$ cat config.mk
export PLATFORM = sky130hd
export DESIGN_NAME = sec_rtc
export DESIGN_NICKNAME = d
export VERILOG_FILES = /design/src/rtl/rtc_pkg.sv /design/src/rtl/rtc_rst_sync.sv /design/src/rtl/rtc_bus_regs.sv /design/src/rtl/rtc_sec_counter.sv /design/src/rtl/rtc_alarm_flag.sv /design/src/rtl/sec_rtc.sv
export SDC_FILE = /design/constraint.sdc
export NUM_CORES = 1
export LEC_CHECK = 0
export ABC_AREA = 1
export CAP_MARGIN = 10
export CORE_AREA = 2 2 100 102
export DETAILED_ROUTE_END_ITERATION = 10
export DIE_AREA = 0 0 102 104
export DONT_BUFFER_PORTS = 1
export GPL_TIMING_DRIVEN = 0
export PLACE_DENSITY = 0.69
export SKIP_CTS_REPAIR_TIMING = 1
export SLEW_MARGIN = 20
export SYNTH_ARGS = -nofsm -noshare
export SYNTH_HDL_FRONTEND = slang
export SYNTH_SLANG_ARGS = --single-unit
$ cat constraint.sdc
create_clock -name clk -period 5.7 [get_ports clk]
set_clock_uncertainty 0.1 [all_clocks]
set_input_delay 1.14 -clock clk [delete_from_list [all_inputs] [get_ports clk]]
set_output_delay 1.14 -clock clk [all_outputs]
set_load 0.05 [all_outputs]
$ cat src/rtl/rtc_pkg.sv
package rtc_pkg;
  localparam int unsigned REG_WORDS = 8;
  localparam int unsigned IDX_W     = $clog2(REG_WORDS);

  typedef enum logic [IDX_W-1:0] {
    RI_COUNT  = 3'd0,
    RI_MATCH  = 3'd1,
    RI_LOAD   = 3'd2,
    RI_CTRL   = 3'd3,
    RI_MASK   = 3'd4,
    RI_RAW    = 3'd5,
    RI_MSKD   = 3'd6,
    RI_CLEAR  = 3'd7
  } reg_idx_e;

  localparam int unsigned OFF_COUNT = 32'h00;
  localparam int unsigned OFF_MATCH = 32'h04;
  localparam int unsigned OFF_LOAD  = 32'h08;
  localparam int unsigned OFF_CTRL  = 32'h0C;
  localparam int unsigned OFF_MASK  = 32'h10;
  localparam int unsigned OFF_RAW   = 32'h14;
  localparam int unsigned OFF_MSKD  = 32'h18;
  localparam int unsigned OFF_CLEAR = 32'h1C;
endpackage

$ cat src/rtl/rtc_rst_sync.sv
module rtc_rst_sync #(
  parameter int unsigned STAGES = 2
) (
  input  logic clk,
  input  logic rst_n,
  output logic rst_n_sync
);
  logic [STAGES-1:0] sync_q;
  logic [STAGES-1:0] sync_d;

  always_comb begin
    sync_d = {sync_q[STAGES-2:0], 1'b1};
  end

  always_ff @(posedge clk or negedge rst_n) begin
    if (!rst_n) begin
      sync_q <= '0;
    end else begin
      sync_q <= sync_d;
    end
  end

  assign rst_n_sync = sync_q[STAGES-1];
endmodule

$ cat src/rtl/rtc_bus_regs.sv
module rtc_bus_regs
  import rtc_pkg::*;
#(
  parameter int unsigned ADDR_W = 12,
  parameter int unsigned DATA_W = 32
) (
  input  logic              clk,
  input  logic              rst_n,
  input  logic              sel,
  input  logic              enable,
  input  logic              write,
  input  logic [ADDR_W-1:0] addr,
  input  logic [DATA_W-1:0] wdata,
  output logic [DATA_W-1:0] rdata,
  input  logic [DATA_W-1:0] cnt_val,
  input  logic              raw_flag,
  output logic [DATA_W-1:0] match_val,
  output logic              cnt_en,
  output logic              mask_bit,
  output logic              load_we,
  output logic              clear_we
);
  localparam int unsigned LOW_W = IDX_W + 2;

  logic     hit;
  reg_idx_e idx;
  logic     wr_acc;
  logic     match_we, ctrl_we, mask_we;

  logic [DATA_W-1:0] match_q, match_d;
  logic              en_q, en_d;
  logic              mask_q, mask_d;

  // offset decode: word aligned, nothing above the register window
  always_comb begin
    hit = (addr[1:0] == 2'b00);
    if (ADDR_W > LOW_W) begin
      hit = hit && (addr[ADDR_W-1:LOW_W] == '0);
    end
    idx    = reg_idx_e'(addr[LOW_W-1:2]);
    wr_acc = sel && enable && write && hit;
  end

  always_comb begin
    match_we = wr_acc && (idx == RI_MATCH);
    ctrl_we  = wr_acc && (idx == RI_CTRL);
    mask_we  = wr_acc && (idx == RI_MASK);
    load_we  = wr_acc && (idx == RI_LOAD);
    clear_we = wr_acc && (idx == RI_CLEAR);
  end

  always_comb begin
    match_d = match_q;
    en_d    = en_q;
    mask_d  = mask_q;
    if (match_we) match_d = wdata;
    if (ctrl_we)  en_d    = wdata[0];
    if (mask_we)  mask_d  = wdata[0];
  end

  always_ff @(posedge clk or negedge rst_n) begin
    if (!rst_n) begin
      match_q <= '0;
      en_q    <= 1'b0;
      mask_q  <= 1'b0;
    end else begin
      if (match_we) match_q <= match_d;
      if (ctrl_we)  en_q    <= en_d;
      if (mask_we)  mask_q  <= mask_d;
    end
  end

  // read mux, single-bit registers zero extended
  always_comb begin
    rdata = '0;
    if (hit) begin
      unique case (idx)
        RI_COUNT: rdata = cnt_val;
        RI_MATCH: rdata = match_q;
        RI_CTRL:  rdata = {{(DATA_W-1){1'b0}}, en_q};
        RI_MASK:  rdata = {{(DATA_W-1){1'b0}}, mask_q};
        RI_RAW:   rdata = {{(DATA_W-1){1'b0}}, raw_flag};
        RI_MSKD:  rdata = {{(DATA_W-1){1'b0}}, raw_flag & mask_q};
        default:  rdata = '0;
      endcase
    end
  end

  assign match_val = match_q;
  assign cnt_en    = en_q;
  assign mask_bit  = mask_q;
endmodule

$ cat src/rtl/rtc_sec_counter.sv
module rtc_sec_counter #(
  parameter int unsigned DATA_W = 32
) (
  input  logic              clk,
  input  logic              rst_n,
  input  logic              cnt_en,
  input  logic              tick,
  input  logic              load_we,
  input  logic [DATA_W-1:0] load_val,
  output logic [DATA_W-1:0] cnt_q,
  output logic [DATA_W-1:0] cnt_d,
  output logic              cnt_upd
);
  always_comb begin
    cnt_d   = cnt_q;
    cnt_upd = 1'b0;
    if (load_we) begin
      cnt_d   = load_val;
      cnt_upd = 1'b1;
    end else if (cnt_en && tick) begin
      cnt_d   = cnt_q + 1'b1;
      cnt_upd = 1'b1;
    end
  end

  always_ff @(posedge clk or negedge rst_n) begin
    if (!rst_n) begin
      cnt_q <= '0;
    end else if (cnt_upd) begin
      cnt_q <= cnt_d;
    end
  end
endmodule

$ cat src/rtl/rtc_alarm_flag.sv
module rtc_alarm_flag #(
  parameter int unsigned DATA_W = 32
) (
  input  logic              clk,
  input  logic              rst_n,
  input  logic              cnt_upd,
  input  logic [DATA_W-1:0] cnt_next,
  input  logic [DATA_W-1:0] match_val,
  input  logic              clear_we,
  input  logic              clear_bit,
  input  logic              mask_bit,
  output logic              raw_q,
  output logic              irq
);
  logic set_evt, clr_evt, raw_d, raw_we;

  always_comb begin
    set_evt = cnt_upd && (cnt_next == match_val);
    clr_evt = clear_we && clear_bit;
    raw_we  = set_evt || clr_evt;
    raw_d   = raw_q;
    if (clr_evt) raw_d = 1'b0;
    if (set_evt) raw_d = 1'b1;   // set beats clear
  end

  always_ff @(posedge clk or negedge rst_n) begin
    if (!rst_n) begin
      raw_q <= 1'b0;
    end else if (raw_we) begin
      raw_q <= raw_d;
    end
  end

  assign irq = raw_q & mask_bit;
endmodule

$ cat src/rtl/sec_rtc.sv
module sec_rtc #(
  parameter int unsigned ADDR_W = 12,
  parameter int unsigned DATA_W = 32
) (
  input  logic              clk,
  input  logic              rst_n,
  input  logic              sel,
  input  logic              enable,
  input  logic              write,
  input  logic [ADDR_W-1:0] addr,
  input  logic [DATA_W-1:0] wdata,
  output logic [DATA_W-1:0] rdata,
  input  logic              tick,
  output logic              irq
);
  logic              rst_n_s;
  logic [DATA_W-1:0] cnt_q, cnt_d, match_q;
  logic              cnt_upd, en_q, mask_q, raw_q, load_we, clear_we;

  rtc_rst_sync #(.STAGES(2)) u_rst (
    .clk(clk), .rst_n(rst_n), .rst_n_sync(rst_n_s)
  );

  rtc_bus_regs #(.ADDR_W(ADDR_W), .DATA_W(DATA_W)) u_regs (
    .clk(clk), .rst_n(rst_n_s), .sel(sel), .enable(enable), .write(write),
    .addr(addr), .wdata(wdata), .rdata(rdata), .cnt_val(cnt_q),
    .raw_flag(raw_q), .match_val(match_q), .cnt_en(en_q), .mask_bit(mask_q),
    .load_we(load_we), .clear_we(clear_we)
  );

  rtc_sec_counter #(.DATA_W(DATA_W)) u_cnt (
    .clk(clk), .rst_n(rst_n_s), .cnt_en(en_q), .tick(tick),
    .load_we(load_we), .load_val(wdata), .cnt_q(cnt_q), .cnt_d(cnt_d),
    .cnt_upd(cnt_upd)
  );

  rtc_alarm_flag #(.DATA_W(DATA_W)) u_alarm (
    .clk(clk), .rst_n(rst_n_s), .cnt_upd(cnt_upd), .cnt_next(cnt_d),
    .match_val(match_q), .clear_we(clear_we), .clear_bit(wdata[0]),
    .mask_bit(mask_q), .raw_q(raw_q), .irq(irq)
  );
endmodule

==> flow_summary_export.csv, run 1 <==
group,metric,value,unit
worst_setup_path,r2r_slack,2.95,ns
power,p_sw,0.238,mW
cts,h-tree-depth,3,
power,p_sw_share,24.7,%
logic_synthesis,synth_area_leader_cell,"dfrtp_1",
finish,drive_gt1_share,7.23,%
worst_setup_path,crit_path_start,"addr[8]",
logic_synthesis,synth_top_family_by_area,"simple AND/OR/NAND/NOR gates",
logic_synthesis,synthAdderAreaFrac,0.244,%
global_route,grt_pass1_vias,4986,
logic_synthesis,synthSimpleGateAreaFrac,45.3,%
logic_synthesis,synth-seq-cells,69,
timing,layout_min_cycle_time,4.71,ns
power,p_per_area,175,nW/µm²
place,gp_congestion,0.926,
logic_synthesis,synthMuxAreaShare,0,%
worst_setup_path,r2r_cells,17,
worst_setup_path,cp.required,4.46,ns
timing,timing.final.crit_share,82.6,%
run_status,status,"finished clean",
routing,wl_per_cell,16.0,µm
cts,root_buffer,"clkbuf_8",
logic_synthesis,yosys.cell_count.top_type,"nand2_1",
cts,clockBufferDepth,2,
finish,final_area,5530,µm²
logic_synthesis,synth_cell_type_count,36,
floorplan,core_area,9550,µm²
power,peakVddDrop,0.120,mV
timing,fin_tns_setup,0,ns
timing,setup_viol,0,
timing,fmax,212,MHz
worst_setup_path,critical_path.reg2reg.endpoint,"u_alarm.raw_q",
place,portBuffers,0,
timing,drv_slew,0,
worst_setup_path,crit-reg2reg-launch,"u_cnt.cnt_q[0]",
global_route,grt_util_all_layers,30.9,%
timing,slew_headroom,25.3,%
job,maxCapViolCount,0,
place,dpl_cell_area,5320,µm²
routing,via_per_inst,5.42,
worst_setup_path,crit_path_end_kind,"output pin",
logic_synthesis,synth-edff-count,0,
global_route,grt_max_degree,36,
place,dp_hpwl,12.2,mm
timing,finalHoldViolCount,0,
power,internal_power,0.726,mW
routing,drc_errors,0,
cts,tritoncts,"built",
routing,routed_wirelength,15.8,mm
logic_synthesis,async_reset_ff_share,100,%
floorplan,dieWidth,102,µm
cts,clk_pin_slew,0.08,ns
floorplan,num_rows,36,
logic_synthesis,synth_area_leaders,"dfrtp_1 (34%), nand2_1 (25%), inv_1 (8.3%)",
power,p_leak,2.74,nW
routing,vias,5376,
timing,worst_pin_slew,1.12,ns
logic_synthesis,synth_xor_xnor_area_share,1.03,%
power,clkPwrFrac,44.7,%
floorplan,start_util,53.7,%
worst_setup_path,crit_arrival,3.47,ns
finish,num-nets-final,904,
logic_synthesis,yosys-top-cells-count,"nand2_1 (343), inv_1 (113), nand3_1 (74)",
timing,whs,0.186,ns
logic_synthesis,synth_area_per_cell,6.10,µm²
logic_synthesis,yosysSeqAreaShare,33.7,%
routing,drtAntennaViolNets,0,
routing,dr.first_iter.drc_count,403,
worst_setup_path,startpoint_type,"input port",
logic_synthesis,synth_top_area_share,33.7,%
logic_synthesis,synth_compound_area_share,8.23,%
worst_setup_path,worstPathMaxFanout,10,
worst_setup_path,criticalPathCategory,"in -> out",
global_route,grt_pass1_wl,25.2,mm
cts,clock_sinks,69,
power,p_seq_share,51.5,%
cts,cts_buffers,9,
worst_setup_path,endpoint,"rdata[10]",
global_route,antenna_found_initial,0,
finish,area_delta_synth_final,7.81,%
routing,firstDrtPassIters,5,
timing,rsz0062_at_grt,"no",
logic_synthesis,synth_area,5130,µm²
logic_synthesis,yosysWarnings,0,
logic_synthesis,netlist_instances,841,
cts,clk_latency,0.36,ns
global_route,grt-ovfl-total,0,
finish,utilization,57.9,%
logic_synthesis,synth_flop_cell,"dfrtp_1",
logic_synthesis,syn_nets,892,
min_path,hp-class,"reg -> async",
finish,diodes,0,
floorplan,design.die.area,10600,µm²
floorplan,die_y,104,µm
floorplan,num_io_pins,83,
power,p_comb_share,3.7,%
==> how the worst min path moves through the flow <==
stage | startpoint | endpoint | slack [ns]
after floorplan | u_rst.sync_q[0] | u_rst.sync_q[1] | 0.23
after global placement | u_rst.sync_q[0] | u_rst.sync_q[1] | 0.24
after detailed placement | u_rst.sync_q[1] | u_regs.match_val[20] | 0.20
after CTS | u_rst.sync_q[1] | u_regs.match_val[20] | 0.20
after global routing | u_rst.sync_q[1] | u_regs.match_val[20] | 0.24
final | u_rst.sync_q[1] | u_regs.match_val[20] | 0.19
==> routing by layer <==
metal	global-route usage, %	vias to the layer above	wire length (µm)	part of all wire (%)
met1	44.5	2495	7120	45
met5	0	-	0	0
met2	46.4	218	7020	44
met3	6.25	25	1400	8.8
li1	-	2638	-	-
met4	9.90	0	298	1.9
==> per-stage QoR <==
stage | cells | power [mW] | setup slack (ns)
final | 991 | 0.965 | 0.994
after global routing | 991 | 0.996 | 0.903
after CTS | 991 | 0.970 | 1.04
after detailed placement | 975 | 0.544 | 1.04
after global placement | 974 | 0.540 | 1.07
after floorplan | 841 | 0.531 | 1.62
==> power groups by stage <==
stage | clock, mW | sequential, mW | combinational, mW
finish | 0.431 | 0.497 | 0.0360
global placement | 0 | 0.512 | 0.0289
CTS | 0.436 | 0.498 | 0.0364
global route | 0.456 | 0.498 | 0.0414
floorplan | 0 | 0.508 | 0.0224
detailed placement | 0 | 0.507 | 0.0363
==> placed cells by master (no fill, tap or decap), types with 4 or more instances in the layout <==
cell	Yosys	final
or2_1	6	6
dfrtp_1	69	68
nand2_1	343	343
nor2_2	8	8
inv_2	6	6
nand3b_1	4	4
buf_2	9	9
inv_1	113	113
nor2_4	5	5
nor2_1	62	62
nand4_1	21	21
clkbuf_8	0	11
a21oi_1	34	34
nand3_1	74	74
xor2_1	4	4
o21ai_0	35	35
or2_2	4	4
clkbuf_1	12	12
==> flip-flops by register name, summed over array words and instances, names as in the netlist <==
signal / cells
u_regs.match_val: 32
u_regs.cnt_en: 1
u_alarm.raw_q: 1
u_cnt.cnt_q: 32
u_regs.mask_bit: 1
u_rst.sync_q: 2
==> kinds of logic (layout without fill, tap and decap cells) <==
family,count (synthesis),after routing
and+or+nand+nor,539,539
other,1,1
adders and majority gates,1,1
buffers and inverters,145,162
DFF,69,69
xor gates and xnor gates,6,6
AOI/OAI and AO/OA,80,80
==> worst max-delay path, cell delays in order <==
cell and delay, ns:
nor2_1 0.08, nand3_1 0.12, nor2_4 0.26, buf_4 0.26, nand3_1 0.31, clkbuf_1 0.35
a21oi_1 0.93
==> layout make-up <==
type / instances / area [µm²]
plain buffers: 26 / 139
fillers: 981 / 4020
clock buffers: 11 / 151
well taps: 133 / 166
multi-input cells: 627 / 2810
repair buffers: 1 / 20.0
inverters: 119 / 447
flip-flops and latches: 69 / 1730
clock inverters: 5 / 58.8
Power figures use the tool's default switching activity.
==> run 2: changes to the inputs <==
- ABC_AREA: 1 -> 0
- CORE_AREA: 2 2 100 102 -> 2 2 93 95
- DIE_AREA: 0 0 102 104 -> 0 0 95 97
- clock period: 5.7 -> 4.4 ns (I/O delays scaled with it)
==> run 2 against run 1 <==
Register-to-register slack got worse by 2.4 ns; area after synthesis shrank 14%; hold slack got worse by 0.062 ns; combinational power grew 15%; wire length down 21%; sequential share of layout area increased by 4.5 points; non-clock buffer count did not move; utilization increased by 1.6 points; die area shrank 13%.
==> flow_summary_export.csv, run 2 <==
group,metric,value,unit
timing,setup_slack,0.160,ns
global_route,grt_pass1_vias,3656,
routing,drtAntennaViolNets,0,
floorplan,core_area,8130,µm²
timing,drv_slew,0,
finish,drive_gt1_share,16.7,%
cts,clk_pin_slew,0.07,ns
global_route,grt-ovfl-total,0,
worst_setup_path,crit_path_end_kind,"output pin",
power,p_sw,0.287,mW
floorplan,num_io_pins,83,
logic_synthesis,syn_nets,537,
floorplan,die_y,97,µm
finish,area_delta_synth_final,9.21,%
floorplan,design.die.area,9220,µm²
timing,rsz0062_at_grt,"no",
logic_synthesis,yosys.cell_count.top_type,"dfrtp_1",
worst_setup_path,startpoint_type,"input port",
worst_setup_path,crit_arrival,3.26,ns
power,p_seq_share,52.3,%
place,portBuffers,0,
cts,clockBufferDepth,2,
timing,fin_tns_setup,0,ns
floorplan,num_rows,33,
routing,dr.first_iter.drc_count,330,
job,maxCapViolCount,0,
floorplan,dieWidth,95,µm
cts,h-tree-depth,3,
routing,firstDrtPassIters,6,
worst_setup_path,worstPathMaxFanout,10,
global_route,grt_util_all_layers,28.0,%
finish,final_cell_mix,"dfrtp_1 (68), xor2_1 (40), nor2_1 (36), mux2_2 (34), nand2_1 (33)",
cts,cts_buffers,9,
place,dp_slack,0.142,ns
logic_synthesis,synth_area_leaders,"dfrtp_1 (39%), mux2_2 (8.6%), xor2_1 (7.9%)",
timing,timing.final.crit_share,96.4,%
place,gp_congestion,0.933,
cts,root_buffer,"clkbuf_8",
worst_setup_path,cp.required,3.42,ns
power,peakVddDrop,0.126,mV
logic_synthesis,synth_top_area_share,39.0,%
global_route,grt_max_degree,41,
power,p_leak,2.03,nW
logic_synthesis,yosysWarnings,0,
logic_synthesis,yosysSeqAreaShare,39.0,%
finish,num-nets-final,549,
power,p_comb_share,3.4,%
cts,clock_sinks,69,
power,p_sw_share,23.3,%
routing,wl_per_cell,20.7,µm
run_status,status,"finished clean",
logic_synthesis,async_reset_ff_share,100,%
timing,worst_pin_slew,1.22,ns
logic_synthesis,netlist_instances,486,
cts,tritoncts,"built",
routing,routed_wirelength,12.6,mm
cts,clk_latency,0.35,ns
logic_synthesis,synth_flop_cell,"dfrtp_1",
logic_synthesis,synth-edff-count,0,
finish,final_common_cell,"dfrtp_1",
floorplan,start_util,54.4,%
global_route,antenna_found_initial,0,
power,clkPwrFrac,44.4,%
place,dp_hpwl,9.31,mm
logic_synthesis,synth_area,4430,µm²
logic_synthesis,synth-seq-cells,69,
timing,fmax,236,MHz
finish,diodes,0,
routing,drc_errors,0,
min_path,hp-class,"in -> async",
logic_synthesis,synth_area_leader_cell,"dfrtp_1",
logic_synthesis,synth_cell_type_count,55,
timing,layout_min_cycle_time,4.24,ns
timing,finalHoldViolCount,0,
global_route,grt_pass1_wl,19.7,mm
timing,slew_headroom,17.8,%
worst_setup_path,criticalPathCategory,"in -> out",
routing,vias,3840,
logic_synthesis,synth_area_per_cell,9.11,µm²
power,p_per_area,254,nW/µm²
timing,setup_viol,0,
logic_synthesis,yosys-top-cells-count,"dfrtp_1 (69), nor2_1 (56), xor2_1 (40)",
routing,via_per_inst,6.32,
power,internal_power,0.942,mW
==> run 2: cell count changes after synthesis, moves of 23 or more <==
cell | previous run | this run
a22oi_1 | 0 | 31
inv_1 | 113 | 16
mux2_2 | 0 | 34
nand2_1 | 343 | 33
nand3_1 | 74 | 17
xnor2_1 | 2 | 25
xor2_1 | 4 | 40
==> run 2: worst paths after layout <==
| path | from | cells after the start | slack (ns) | to |
|---|---|---|---|---|
| max | addr[2] | 6 | 0.16 | rdata[1] |
| min | rst_n | 0 | 0.12 | u_rst.sync_q[1] |
| max reg2reg | u_cnt.cnt_q[2] | 9 | 0.60 | u_alarm.raw_q |
| min reg2reg | u_rst.sync_q[1] | 0 | 0.14 | u_cnt.cnt_q[4] |
| max in group asynchronous | u_rst.sync_q[1] | 1 | 3.50 | u_cnt.cnt_q[23] |
| min in group clk | u_rst.sync_q[0] | 0 | 0.25 | u_rst.sync_q[1] |
==> run 2: power by group through the flow <==
| stage | sequential [mW] | combinational [mW] | clock, mW |
|---|---|---|---|
| floorplan | 0.658 | 0.0227 | 0 |
| global placement | 0.662 | 0.0309 | 0 |
| detailed placement | 0.655 | 0.0407 | 0 |
| CTS | 0.643 | 0.0408 | 0.544 |
| global route | 0.644 | 0.0457 | 0.572 |
| finish | 0.642 | 0.0413 | 0.545 |
==> run 2: per-layer routing <==
layer	routed length [µm]	up-vias	GRT usage, %
met5	0	-	0
met3	1090	18	5.22
met2	5650	173	41.8
met4	264	0	8.92
li1	-	1768	-
met1	5590	1881	41.1
==> run 2: area by class of cell <==
class                   count  area (µm²)
inverters                  16        60.1
clock inverters             3        43.8
clock buffers              13         159
fillers                   743        3300
repair buffers              1        20.0
multi-input cells         375        2590
well taps                 105         131
plain buffers              26         104
flip-flops and latches     69        1730
==> run 2: through the flow <==
stage	util (%)	hold slack [ns]	cells	power [mW]	area (µm²)
finish	59.4	0.124	608	1.23	4830
global route	59.4	0.109	608	1.26	4830
CTS	58.8	0.119	608	1.23	4780
detailed placement	56.3	0.166	592	0.696	4580
global placement	56.0	0.235	591	0.693	4560
floorplan	-	0.231	486	0.681	4430
==> run 2: worst max-delay path, cell delays in order <==
cell and delay [ns]:
clkbuf_1 0.23, inv_1 0.14, nor3_1 0.65, clkbuf_1 0.48, a22oi_1 0.17, nor2_1 0.70
==> run 2: cell families after synthesis <==
logic type / synth area share (%)
AND/OR/NAND/NOR: 19.9
buffers and inverters: 3.70
AO/OA/AOI/OAI: 14.4
flip-flops: 39.0
adder cells (fa/ha/maj): 0.283
other: 0.0847
multiplexers: 9.78
XOR/XNOR: 12.9
